`src/rtl/bag_pkg.sv`:
```
package bag_pkg;
    localparam int BEAT_W = 2;
    localparam int NUM_BEATS = 1 << BEAT_W;

    typedef enum logic {
        ORD_LINEAR = 1'b0,
        ORD_INTLV  = 1'b1
    } order_e;
endpackage

```
`src/rtl/bag_order.sv`:
```
module bag_order
    import bag_pkg::*;
(
    input  logic [BEAT_W-1:0] base_lo,
    input  logic [BEAT_W-1:0] beat_idx,
    input  order_e            order,
    output logic [BEAT_W-1:0] low_out
);
    logic [BEAT_W-1:0] lin_lo;
    logic [BEAT_W-1:0] xor_lo;

    always_comb begin
        lin_lo  = base_lo + beat_idx;
        xor_lo  = base_lo ^ beat_idx;
        low_out = (order == ORD_INTLV) ? xor_lo : lin_lo;
    end
endmodule

```
`src/rtl/bag_state.sv`:
```
module bag_state
    import bag_pkg::*;
#(
    parameter int AW = 20
) (
    input  logic              clk,
    input  logic              rst_n,
    input  logic              adv_ld,
    input  logic [AW-1:0]     start_addr,
    input  logic              mode,
    output logic [AW-1:0]     base_q,
    output logic [BEAT_W-1:0] beat_q,
    output order_e            order_q
);
    typedef struct packed {
        logic [AW-1:0]     base;
        logic [BEAT_W-1:0] beat;
        order_e            order;
    } st_t;

    st_t st_d;
    st_t st_q;

    always_comb begin
        st_d = st_q;
        if (!adv_ld) begin
            st_d.base  = start_addr;
            st_d.beat  = '0;
            st_d.order = mode ? ORD_INTLV : ORD_LINEAR;
        end else begin
            st_d.beat  = st_q.beat + 1'b1;
        end
    end

    always_ff @(posedge clk or negedge rst_n) begin
        if (!rst_n) begin
            st_q.base  <= '0;
            st_q.beat  <= '0;
            st_q.order <= ORD_INTLV;
        end else begin
            st_q <= st_d;
        end
    end

    assign base_q  = st_q.base;
    assign beat_q  = st_q.beat;
    assign order_q = st_q.order;
endmodule

```
`src/rtl/bag_burst_addr.sv`:
```
module bag_burst_addr
    import bag_pkg::*;
#(
    parameter int AW = 20
) (
    input  logic              clk,
    input  logic              rst_n,
    input  logic              adv_ld,
    input  logic [AW-1:0]     start_addr,
    input  logic              mode,
    output logic [AW-1:0]     addr_out,
    output logic [BEAT_W-1:0] beat
);
    localparam int UW = AW - BEAT_W;

    logic [AW-1:0]     base_q;
    logic [BEAT_W-1:0] beat_q;
    order_e            order_q;
    logic [BEAT_W-1:0] low_now;

    bag_state #(.AW(AW)) u_state (
        .clk        (clk),
        .rst_n      (rst_n),
        .adv_ld     (adv_ld),
        .start_addr (start_addr),
        .mode       (mode),
        .base_q     (base_q),
        .beat_q     (beat_q),
        .order_q    (order_q)
    );

    bag_order u_order (
        .base_lo  (base_q[BEAT_W-1:0]),
        .beat_idx (beat_q),
        .order    (order_q),
        .low_out  (low_now)
    );

    generate
        if (UW > 0) begin : g_upper
            assign addr_out = {base_q[AW-1:BEAT_W], low_now};
        end else begin : g_low_only
            assign addr_out = low_now;
        end
    endgenerate

    assign beat = beat_q;
endmodule

```
`config.mk`:
```
export PLATFORM = sky130hd
export DESIGN_NAME = bag_burst_addr
export DESIGN_NICKNAME = d
export VERILOG_FILES = /design/src/rtl/bag_pkg.sv /design/src/rtl/bag_order.sv /design/src/rtl/bag_state.sv /design/src/rtl/bag_burst_addr.sv
export SDC_FILE = /design/constraint.sdc
export NUM_CORES = 1
export LEC_CHECK = 0
export ABC_CLOCK_PERIOD_IN_PS = 1000
export BUFFER_PORTS_ARGS = -buffer_cell sky130_fd_sc_hd__buf_2
export CAP_MARGIN = 15
export CORE_ASPECT_RATIO = 1.1
export CORE_MARGIN = 2
export CORE_UTILIZATION = 41
export DETAILED_ROUTE_END_ITERATION = 16
export PLACE_DENSITY = 0.73
export SKIP_LAST_GASP = 1
export SLEW_MARGIN = 40
export SYNTH_ARGS = -nofsm -noshare
export SYNTH_HDL_FRONTEND = slang
export SYNTH_SLANG_ARGS = --single-unit
```
`constraint.sdc`:
```
create_clock -name clk -period 1 [get_ports clk]
set_input_delay 0.15 -clock clk [delete_from_list [all_inputs] [get_ports clk]]
set_output_delay 0.15 -clock clk [all_outputs]
set_load 0.01 [all_outputs]
```
==> metrics, run 1 <==
number of sinks on the clock net 23; GR Util All Layers roughly 12%; Final period util 142%; global placer's final weighted congestion 0.608; Total Wirelength approximately 1600 um; Ports 46; Critical Path AT around 1300 ps; die area approximately 3000 um2; Yosys top cell area share a little over half; worst hold slack ~75 ps; run status complete, but fails checks; Power Total ~1.9 mW; routed length per instance approximately 12 um; critical-path maximum fanout 2; largest net degree at the start of global routing 24; maximum level of the CTS H-tree 1; fraction of the core area covered by cells at the end of the flow between 50% and 60%; Site Rows 19; Layout Nets between 100 and 150; # placed instances 130; register bit count reported by yosys 23; buffers plus inverters on the worst setup path 1; crit path time final roughly 1400 ps; PwrDens ~1500 nW/um2; layout-stage area growth over the synthesis result 23.0%; class of the worst hold path in2reg; number of violations reported at the end of detailed-routing iteration 0 0; violations in the final reports negative setup slack; Non-Filler Instances ~140; ordered cell list for the critical path ha_4 > nor2b_4 > xnor2_2 > buf_2; maximum capacitance violations 0; number of hold violations in the final report 0; largest cells by area after synthesis sky130_fd_sc_hd__dfrtp_1 54%, sky130_fd_sc_hd__mux2_2 23%, sky130_fd_sc_hd__buf_4 13%, sky130_fd_sc_hd__dfstp_2 2.6%, sky130_fd_sc_hd__buf_6 2.2%; dominant cell type by area after synthesis sky130_fd_sc_hd__dfrtp_1; static leakage just over 0.6 nW; Worst path slowest cell sky130_fd_sc_hd__dfrtp_1; crit-path leading delay family flip-flops; fraction of layout cells with a size suffix above 1 roughly 74%; Clock transition at path regs 110 ps; highest attainable clock frequency slightly above 0.7 GHz; sum of negative setup slack -981 ps; count of antenna diodes in the layout 0; number of global-route vias before repair just under 600; maximum resistive drop on vdd roughly 830 uV; Avg Cell Area, Syn ~14 um2; WP data required around 850 ps; final count of negative-setup-slack endpoints 5; vertical extent of the die between 50 and 60 um; clock root buffer sky130_fd_sc_hd__clkbuf_4; unrepaired setup endpoints after global routing yes; CTS tree built; Post-synth EDFFs 0; hpwl dp roughly 1200 um; total via count in the routed design 589; unique cell type count in the Yosys netlist 10; global route total overflow 0; most instantiated cells after synthesis 22 x sky130_fd_sc_hd__dfrtp_1, 21 x sky130_fd_sc_hd__mux2_2, 18 x sky130_fd_sc_hd__buf_4; antenna violations before repair 0; vias per cell 4.33; Seq/Total Area, Yosys 56.1%; post-synthesis instance total 71; detailed-router iteration count before antenna repair 1; asr flop ratio synth between 90% and 100%; number of warnings printed during yosys synthesis 0; total nets after synthesis 96; CP Class reg2out; number of max-slew violations in the final report 0; combined area of all synthesized cells 1030 um2; wire length of the first global-routing pass around 2600 um; Max Buffers Root-to-Sink 2; worst slew pin tran 494 ps; detailed-route DRC error count 0; Max stage delay on crit path 440 ps; leading register cell type out of synthesis sky130_fd_sc_hd__dfrtp_1; clock latency on the worst-skew pair between 200 and 300 ps; port bufs 45; overall die width around 52 um; Rel. slew slack around 67%; Setup Skew between 0.1 and 0.15 ps; core box area between 2000 and 2500 um2; most instantiated library cell after synthesis sky130_fd_sc_hd__dfrtp_1; endpoint class of the critical path output port; Post-DRT Antenna Nets 0; worst-case setup margin in the final layout -420 ps; type of origin of the critical path flop; effective utilization at floorplan ~42%; number of buffers added by the clock tree synthesis step 3
registers in the layout, summed over array words and instances (netlist names):
signal / flops
u_state.base_q: 20
u_state.beat_q: 2
u_state.order_q: 1
per-stage QoR:
stage | area [um2] | worst slack [ps]
final | 1260 | -420
after global routing | 1260 | -498
after CTS | 1260 | -433
after detailed placement | 1190 | -96.5
after global placement | 1190 | -53.4
after floorplan | 1050 | -63.7
final timing paths:
| path | start | end | slack (ps) | depth (start not counted) |
|---|---|---|---|---|
| min reg2reg | u_state.base_q[6] | u_state.base_q[6] | 510 | 1 |
| min | start_addr[19] | u_state.base_q[19] | 70 | 2 |
| max in group asynchronous | rst_n | u_state.order_q | 310 | 2 |
| min in group asynchronous | rst_n | u_state.base_q[17] | 340 | 2 |
| max | u_state.beat_q[0] | addr_out[1] | -420 | 4 |
| max reg2reg | u_state.beat_q[0] | u_state.beat_q[1] | 0 | 3 |
cells in the final DEF, fill, tap and decap left out, drive strengths merged:
cell type,instances
dfrtp,22
and2,1
dfstp,1
ha,1
dlygate4sd3,1
xnor2,2
xor2,1
nor2b,2
mux2,21
buf,49
clkbuf,4
layer usage:
metal	global-route usage, %	routed length [um]	vias to the layer above
li1	-	-	287
met1	12.7	585	284
met2	21.8	948	16
met3	1.60	59	2
met4	9.02	27	0
met5	0	0	-
cell type report:
type / instances / area [um2]
timing repair buffer: 50 / 294
multi-input combinational: 28 / 329
sequential: 23 / 577
fill: 223 / 1180
tap: 31 / 38.8
clock buffer: 4 / 26.3
where the power goes:
group / switching, mW / internal, mW / leakage (nW)
clock network: 0.242 / 0.155 / 0.0150
registers: 0.0529 / 1.02 / 0.270
logic: 0.173 / 0.247 / 0.331
kinds of logic (layout without fill, tap and decap cells):
kind of cell               Yosys count  in the layout  share of synthesized area, %
buffers and inverters               20             54                          15.3
DFF                                 23             23                          56.1
and+or+nand+nor                      3              3                          1.83
muxes                               21             21                          23.0
adders and majority gates            1              1                          1.22
xor gates and xnor gates             3              3                          2.56
timing repair:
item | in CTS | in global routing
pin swaps | 2 | 0
resized for setup | 5 | 1
buffers inserted | 1 | 2
hold buffers | 1 | 0
endpoints found under the setup margin | 8 | 23
hold endpoints to repair | 22 | 0
Power figures use the tool's default switching activity.
==> inputs of run 2 (changes only) <==
CORE_UTILIZATION = 43   (was 41)
CTS_BUF_LIST = sky130_fd_sc_hd__clkbuf_8   (was default)
PLACE_DENSITY = 0.76   (was 0.73)
==> run 2 against run 1 <==
- the run still ends with negative setup slack left
- hold slack gained 46 ps
- fmax grew 5.7%
- sequential cell count is the same
- critical path depth is the same
- global-route usage grew 0.33 points
- clock skew is essentially flat
- total power grew 6.1%
- design area shrank 0.89%
- register-to-register slack gained 50 ps
- setup slack gained 77 ps
- die area shrank 4.3%
- sequential share of layout area grew 0.41 points
- critical path type unchanged
==> metrics, run 2 (synthesized netlist as in run 1, its figures left out) <==
crit path time final 1340 ps (-77.0 ps); wire length of the first global-routing pass 2680 um (+3.2%); Clock transition at path regs 80 ps (-30 ps); sum of negative setup slack -699 ps (+281 ps); Total Wirelength 1610 um (-0.74%); type of origin of the critical path flop; number of max-slew violations in the final report 0 (unchanged); Max Buffers Root-to-Sink 2 (unchanged); crit-path leading delay family flip-flops; CP Launch Point u_state.base_q[0]; number of hold violations in the final report 0 (unchanged); highest attainable clock frequency 0.744 GHz (+5.7%); vias per cell 4.56 (+5.3%); core box area 2250 um2 (-8.0%); final count of negative-setup-slack endpoints 4 (-1); largest net degree at the start of global routing 24 (unchanged); ordered cell list for the critical path ha_2 > nor2b_4 > xnor2_2 > buf_2; Layout Nets 130 (-0.76%); vertical extent of the die 55.3 um (-2.2%); routed length per instance 12.0 um (+0.74%); hpwl dp 1220 um (+1.5%); maximum level of the CTS H-tree 1 (unchanged); global route total overflow 0 (unchanged); overall die width 50.6 um (-2.2%); run status complete, but fails checks; most frequent cells in the layout 43 x sky130_fd_sc_hd__buf_2, 22 x sky130_fd_sc_hd__dfrtp_1, 21 x sky130_fd_sc_hd__mux2_2; worst-case setup margin in the final layout -343 ps (+77.0 ps); startpoint of the lowest-slack register-to-register path u_state.beat_q[0]; violations in the final reports negative setup slack; number of sinks on the clock net 23 (unchanged); Critical Path AT 1190 ps (-80 ps); antenna violations before repair 0 (unchanged); maximum resistive drop on vdd 837 uV (+0.37%); clock latency on the worst-skew pair 250 ps (-40 ps); GR Util All Layers 12.6% (+0.33 points); Ports 46 (unchanged); endpoint class of the critical path output port; effective utilization at floorplan 45.7% (+3.7 points); detailed-route DRC error count 0 (unchanged); startpoint of the most critical hold path start_addr[7]; Max stage delay on crit path 390 ps (-50 ps); Rel. slew slack 67.1% (about the same); count of antenna diodes in the layout 0 (unchanged); PwrDens 1600 nW/um2 (+7.0%); Post-DRT Antenna Nets 0 (unchanged); buffers plus inverters on the worst setup path 1 (unchanged); clock root buffer sky130_fd_sc_hd__clkbuf_8; most common library cell in the layout ignoring fill and taps sky130_fd_sc_hd__buf_2; Final period util 134% (-7.7 points); number of buffers added by the clock tree synthesis step 3 (unchanged); Setup Skew 0.0127 ps (-0.122 ps); fillcell total 209 (-6.3%); worst slew pin tran 493 ps (-0.883 ps); number of global-route vias before repair 636 (+8.9%); number of violations reported at the end of detailed-routing iteration 0 1 (+1); class of the worst hold path in2reg; CP Class reg2out; static leakage 0.616 nW (about the same); fraction of layout cells with a size suffix above 1 73.1% (-1.2 points); maximum capacitance violations 0 (unchanged); number of flip-flops in the largest register 20 (unchanged); die area 2800 um2 (-4.3%); Site Rows 18 (-1); global placer's final weighted congestion 0.595 (-2.1%); CTS tree built; critical-path maximum fanout 2 (unchanged); unrepaired setup endpoints after global routing yes; detailed-router iteration count before antenna repair 3 (+2); Worst path slowest cell sky130_fd_sc_hd__dfrtp_1; Setup WS pre-CTS -87.8 ps (+8.73 ps); layout-stage area growth over the synthesis result 21.9%; total via count in the routed design 611 (+3.7%); WP data required 850 ps (about the same); port bufs 45 (unchanged)
==> run 2: cell count changes in the layout (fill, tap and decap cells not counted), sizes merged <==
| cell | previous run | this run |
|---|---|---|
| buf | 49 | 48 |
| clkbuf | 4 | 3 |
| inv | 0 | 1 |
==> run 2: what timing repair did <==
action / CTS / global route
hold endpoints to repair: 22 / 0
resized for setup: 3 / 0
cloned: 0 / 0
hold buffers: 1 / 0
buffers inserted: 1 / 1
endpoints found under the setup margin: 4 / 5
pin swaps: 2 / 1
==> run 2: through the flow <==
| stage | hold WS, ps | std cells | power [mW] | instance area [um2] | utilization (%) |
|---|---|---|---|---|---|
| 3_5_place_dp | 151 | 129 | 1.48 | 1190 | 52.7 |
| 6_report | 121 | 134 | 2.01 | 1250 | 55.7 |
| 2_1_floorplan | -146 | 71 | 1.39 | 1050 | - |
| 5_1_grt | 108 | 134 | 2.13 | 1250 | 55.7 |
| 3_3_place_gp | 139 | 129 | 1.46 | 1190 | 52.7 |
| 4_1_cts | 114 | 135 | 2.06 | 1260 | 56.2 |
==> run 2: area by class of cell <==
type                       instances  area [um2]  area share, %
sequential                        23         577           46.0
multi-input combinational         28         312           24.9
timing repair buffer              49         283           22.6
clock buffer                       3        41.3           3.29
tap                               30        37.5           2.99
clock inverter                     1        3.75          0.299
==> run 2: metal layers <==
metal  global-route usage, %  vias up  share of wire, %
met1                    14.2      300                38
met3                    2.97        0               8.8
met4                    4.63        0                 0
met5                       0        -                 0
li1                        -      282                 -
met2                    22.6       29                53
==> run 2: path summary, 6_finish.rpt <==
kind | end | slack (ps) | cells past startpoint
max | addr_out[1] | -340 | 4
min | u_state.base_q[7] | 120 | 2
max reg2reg | u_state.beat_q[1] | 50 | 3
min reg2reg | u_state.base_q[12] | 500 | 1
max in group asynchronous | u_state.order_q | 250 | 2
min in group asynchronous | u_state.base_q[10] | 400 | 2
==> run 2: report_power, final <==
part	switching [mW]	internal, mW	total [mW]
registers	0.0461	1.02	1.07
clock network	0.265	0.273	0.538
logic	0.171	0.230	0.401
==> inputs of run 3 (changes only) <==
CORE_MARGIN = default   (was 2)
REMOVE_ABC_BUFFERS = 1   (was default)
==> run 3 against run 2 <==
- wire length is 1.7% lower
- sequential power hardly changed
- the flow still finishes with violations (negative setup slack)
- largest power group unchanged
- clock skew grew 2.4 ps
- fmax is 0.45% lower
- design area grew 0.20%
- register-to-register slack gained 20 ps
==> metrics, run 3 (synthesized netlist as in run 1, its figures left out) <==
number of max-slew violations in the final report 0 (unchanged); detailed-routed wire length on met2 823 um (-3.7%); Total Wirelength 1580 um (-1.7%); fraction of layout cells with a size suffix above 1 72.1% (-0.96 points); unrepaired setup endpoints after global routing yes; met1 routed wirelength after detailed routing 660 um (+8.2%); number of hold violations in the final report 0 (unchanged); class of the worst hold path in2reg; Worst path slowest cell sky130_fd_sc_hd__dfrtp_1; Max stage delay on crit path 380 ps (about the same); vertical extent of the die 53.3 um (-3.6%); number of violations reported at the end of detailed-routing iteration 0 2 (+1); Ports 46 (unchanged); largest net degree at the start of global routing 24 (unchanged); maximum resistive drop on vdd 782 uV (-6.7%); ordered cell list for the critical path ha_2 > nor2b_4 > xnor2_1 > buf_2; Setup Skew 2.37 ps (+2.36 ps); clock latency on the worst-skew pair 250 ps (about the same); worst slew pin tran 499 ps (+5.79 ps); vias per cell 4.46 (-2.1%); overall die width 48.6 um (-4.0%); static leakage 0.613 nW (-0.42%); fillcell total 202 (-3.3%); crit path time final 1350 ps (+6.06 ps); Reg2Reg Setup Slack 70 ps (+20 ps); Rel. slew slack 66.7% (-0.39 points); most common library cell in the layout ignoring fill and taps sky130_fd_sc_hd__buf_2; sum of negative setup slack -680 ps (+19.1 ps); Max Buffers Root-to-Sink 2 (unchanged); worst-case setup margin in the final layout -349 ps (-6.06 ps); Non-Filler Instances 134 (unchanged); Layout Nets 130 (unchanged); buffers plus inverters on the worst setup path 1 (unchanged); # placed instances 129 (unchanged); Clock transition at path regs 70 ps (about the same); core box area 2250 um2 (unchanged); endpoint class of the critical path output port; layout-stage area growth over the synthesis result 22.1%; GR Util All Layers 13.8% (+1.2 points); highest attainable clock frequency 0.741 GHz (-0.45%); antenna violations before repair 0 (unchanged); startpoint of the most critical hold path start_addr[17]; number of global-route vias before repair 603 (-5.2%); endpoint with the worst hold slack u_state.base_q[17]; detailed-router iteration count before antenna repair 4 (+1); number of sinks on the clock net 23 (unchanged); detailed-route DRC error count 0 (unchanged); maximum level of the CTS H-tree 1 (unchanged); die area 2590 um2 (-7.4%); hpwl dp 1190 um (-1.8%); Setup WS pre-CTS -132 ps (-44.1 ps); most frequent cells in the layout 42 x sky130_fd_sc_hd__buf_2, 22 x sky130_fd_sc_hd__dfrtp_1, 21 x sky130_fd_sc_hd__mux2_2; routed length per instance 11.8 um (-1.7%); Site Rows 18 (unchanged); WP data required 850 ps (about the same); violations in the final reports negative setup slack; CP Class reg2out; highest signal layer in the routed design met4; count of cells along the worst register-to-register path 3 (unchanged); number of buffers added by the clock tree synthesis step 3 (unchanged); count of cells along the worst hold path 2 (unchanged); CTS tree built; crit-path leading delay family flip-flops; capture point of the worst reg-to-reg path u_state.beat_q[1]; startpoint of the lowest-slack register-to-register path u_state.beat_q[0]; total via count in the routed design 598 (-2.1%); met3 wire len 70 um (-51%); wire length of the first global-routing pass 2570 um (-3.9%); global placer's final weighted congestion 0.674 (+13%); effective utilization at floorplan 45.7% (unchanged); clock root buffer sky130_fd_sc_hd__clkbuf_8; maximum capacitance violations 0 (unchanged); critical-path maximum fanout 2 (unchanged); Critical Path AT 1200 ps (about the same); Post-DRT Antenna Nets 0 (unchanged); number of flip-flops in the largest register 20 (unchanged); port bufs 45 (unchanged); worst hold slack 122 ps (+1.58 ps); global route total overflow 0 (unchanged); PwrDens 1600 nW/um2 (-0.42%); count of antenna diodes in the layout 0 (unchanged); run status complete, but fails checks; type of origin of the critical path flop; Final period util 135% (+0.61 points); final count of negative-setup-slack endpoints 4 (unchanged)
[run 3: worst max-delay path by stage]
stage	from	slack (ps)	cells after the start	end
global route	u_state.beat_q[0]	-430	4	addr_out[1]
floorplan	u_state.beat_q[0]	-130	3	addr_out[1]
CTS	u_state.base_q[0]	-400	4	addr_out[1]
finish	u_state.base_q[0]	-350	4	addr_out[1]
detailed placement	u_state.beat_q[0]	-130	4	addr_out[1]
global placement	u_state.beat_q[0]	-70	4	addr_out[1]
[run 3: worst reg2reg max path, delay by kind of cell (launching register included)]
| kind | cells | cell delay, ps |
|---|---|---|
| xor+xnor | 1 | 140 |
| buf+inv | 1 | 150 |
| simple gates | 1 | 140 |
| flops | 1 | 390 |
[run 3: timing repair]
action,4_1_cts,5_1_grt
gates cloned,0,0
setup buffers,1,2
resized for setup,6,2
hold buffers,1,0
endpoints found under the hold margin,22,0
setup endpoints to repair,4,4
pin swaps,2,1
[run 3: final cells by class]
cell class	instances	area, um2	area share [%]
clock inverter	1	3.75	0.299
sequential	23	577	45.9
timing repair buffer	49	293	23.3
multi-input combinational	28	304	24.2
tap	30	37.5	2.99
clock buffer	3	41.3	3.29
[run 3: power breakdown]
| part | internal, mW | total, mW | switching (mW) |
|---|---|---|---|
| clock | 0.273 | 0.532 | 0.259 |
| sequential | 1.02 | 1.07 | 0.0457 |
| combinational | 0.232 | 0.403 | 0.171 |
| total | 1.53 | 2.01 | 0.475 |
[run 3: layer usage]
| metal | global-route usage [%] | up-vias |
|---|---|---|
| li1 | - | 283 |
| met1 | 15.5 | 288 |
| met2 | 24.5 | 25 |
| met3 | 1.72 | 2 |
| met4 | 10.3 | 0 |
| met5 | 0 | - |
[run 3: stage by stage]
| step | power (mW) | instance area (um2) | util (%) |
|---|---|---|---|
| global route | 2.12 | 1260 | 55.8 |
| floorplan | 1.26 | 871 | - |
| global placement | 1.45 | 1170 | 51.9 |
| CTS | 2.04 | 1250 | 55.5 |
| detailed placement | 1.47 | 1170 | 51.9 |
| finish | 2.01 | 1260 | 55.8 |
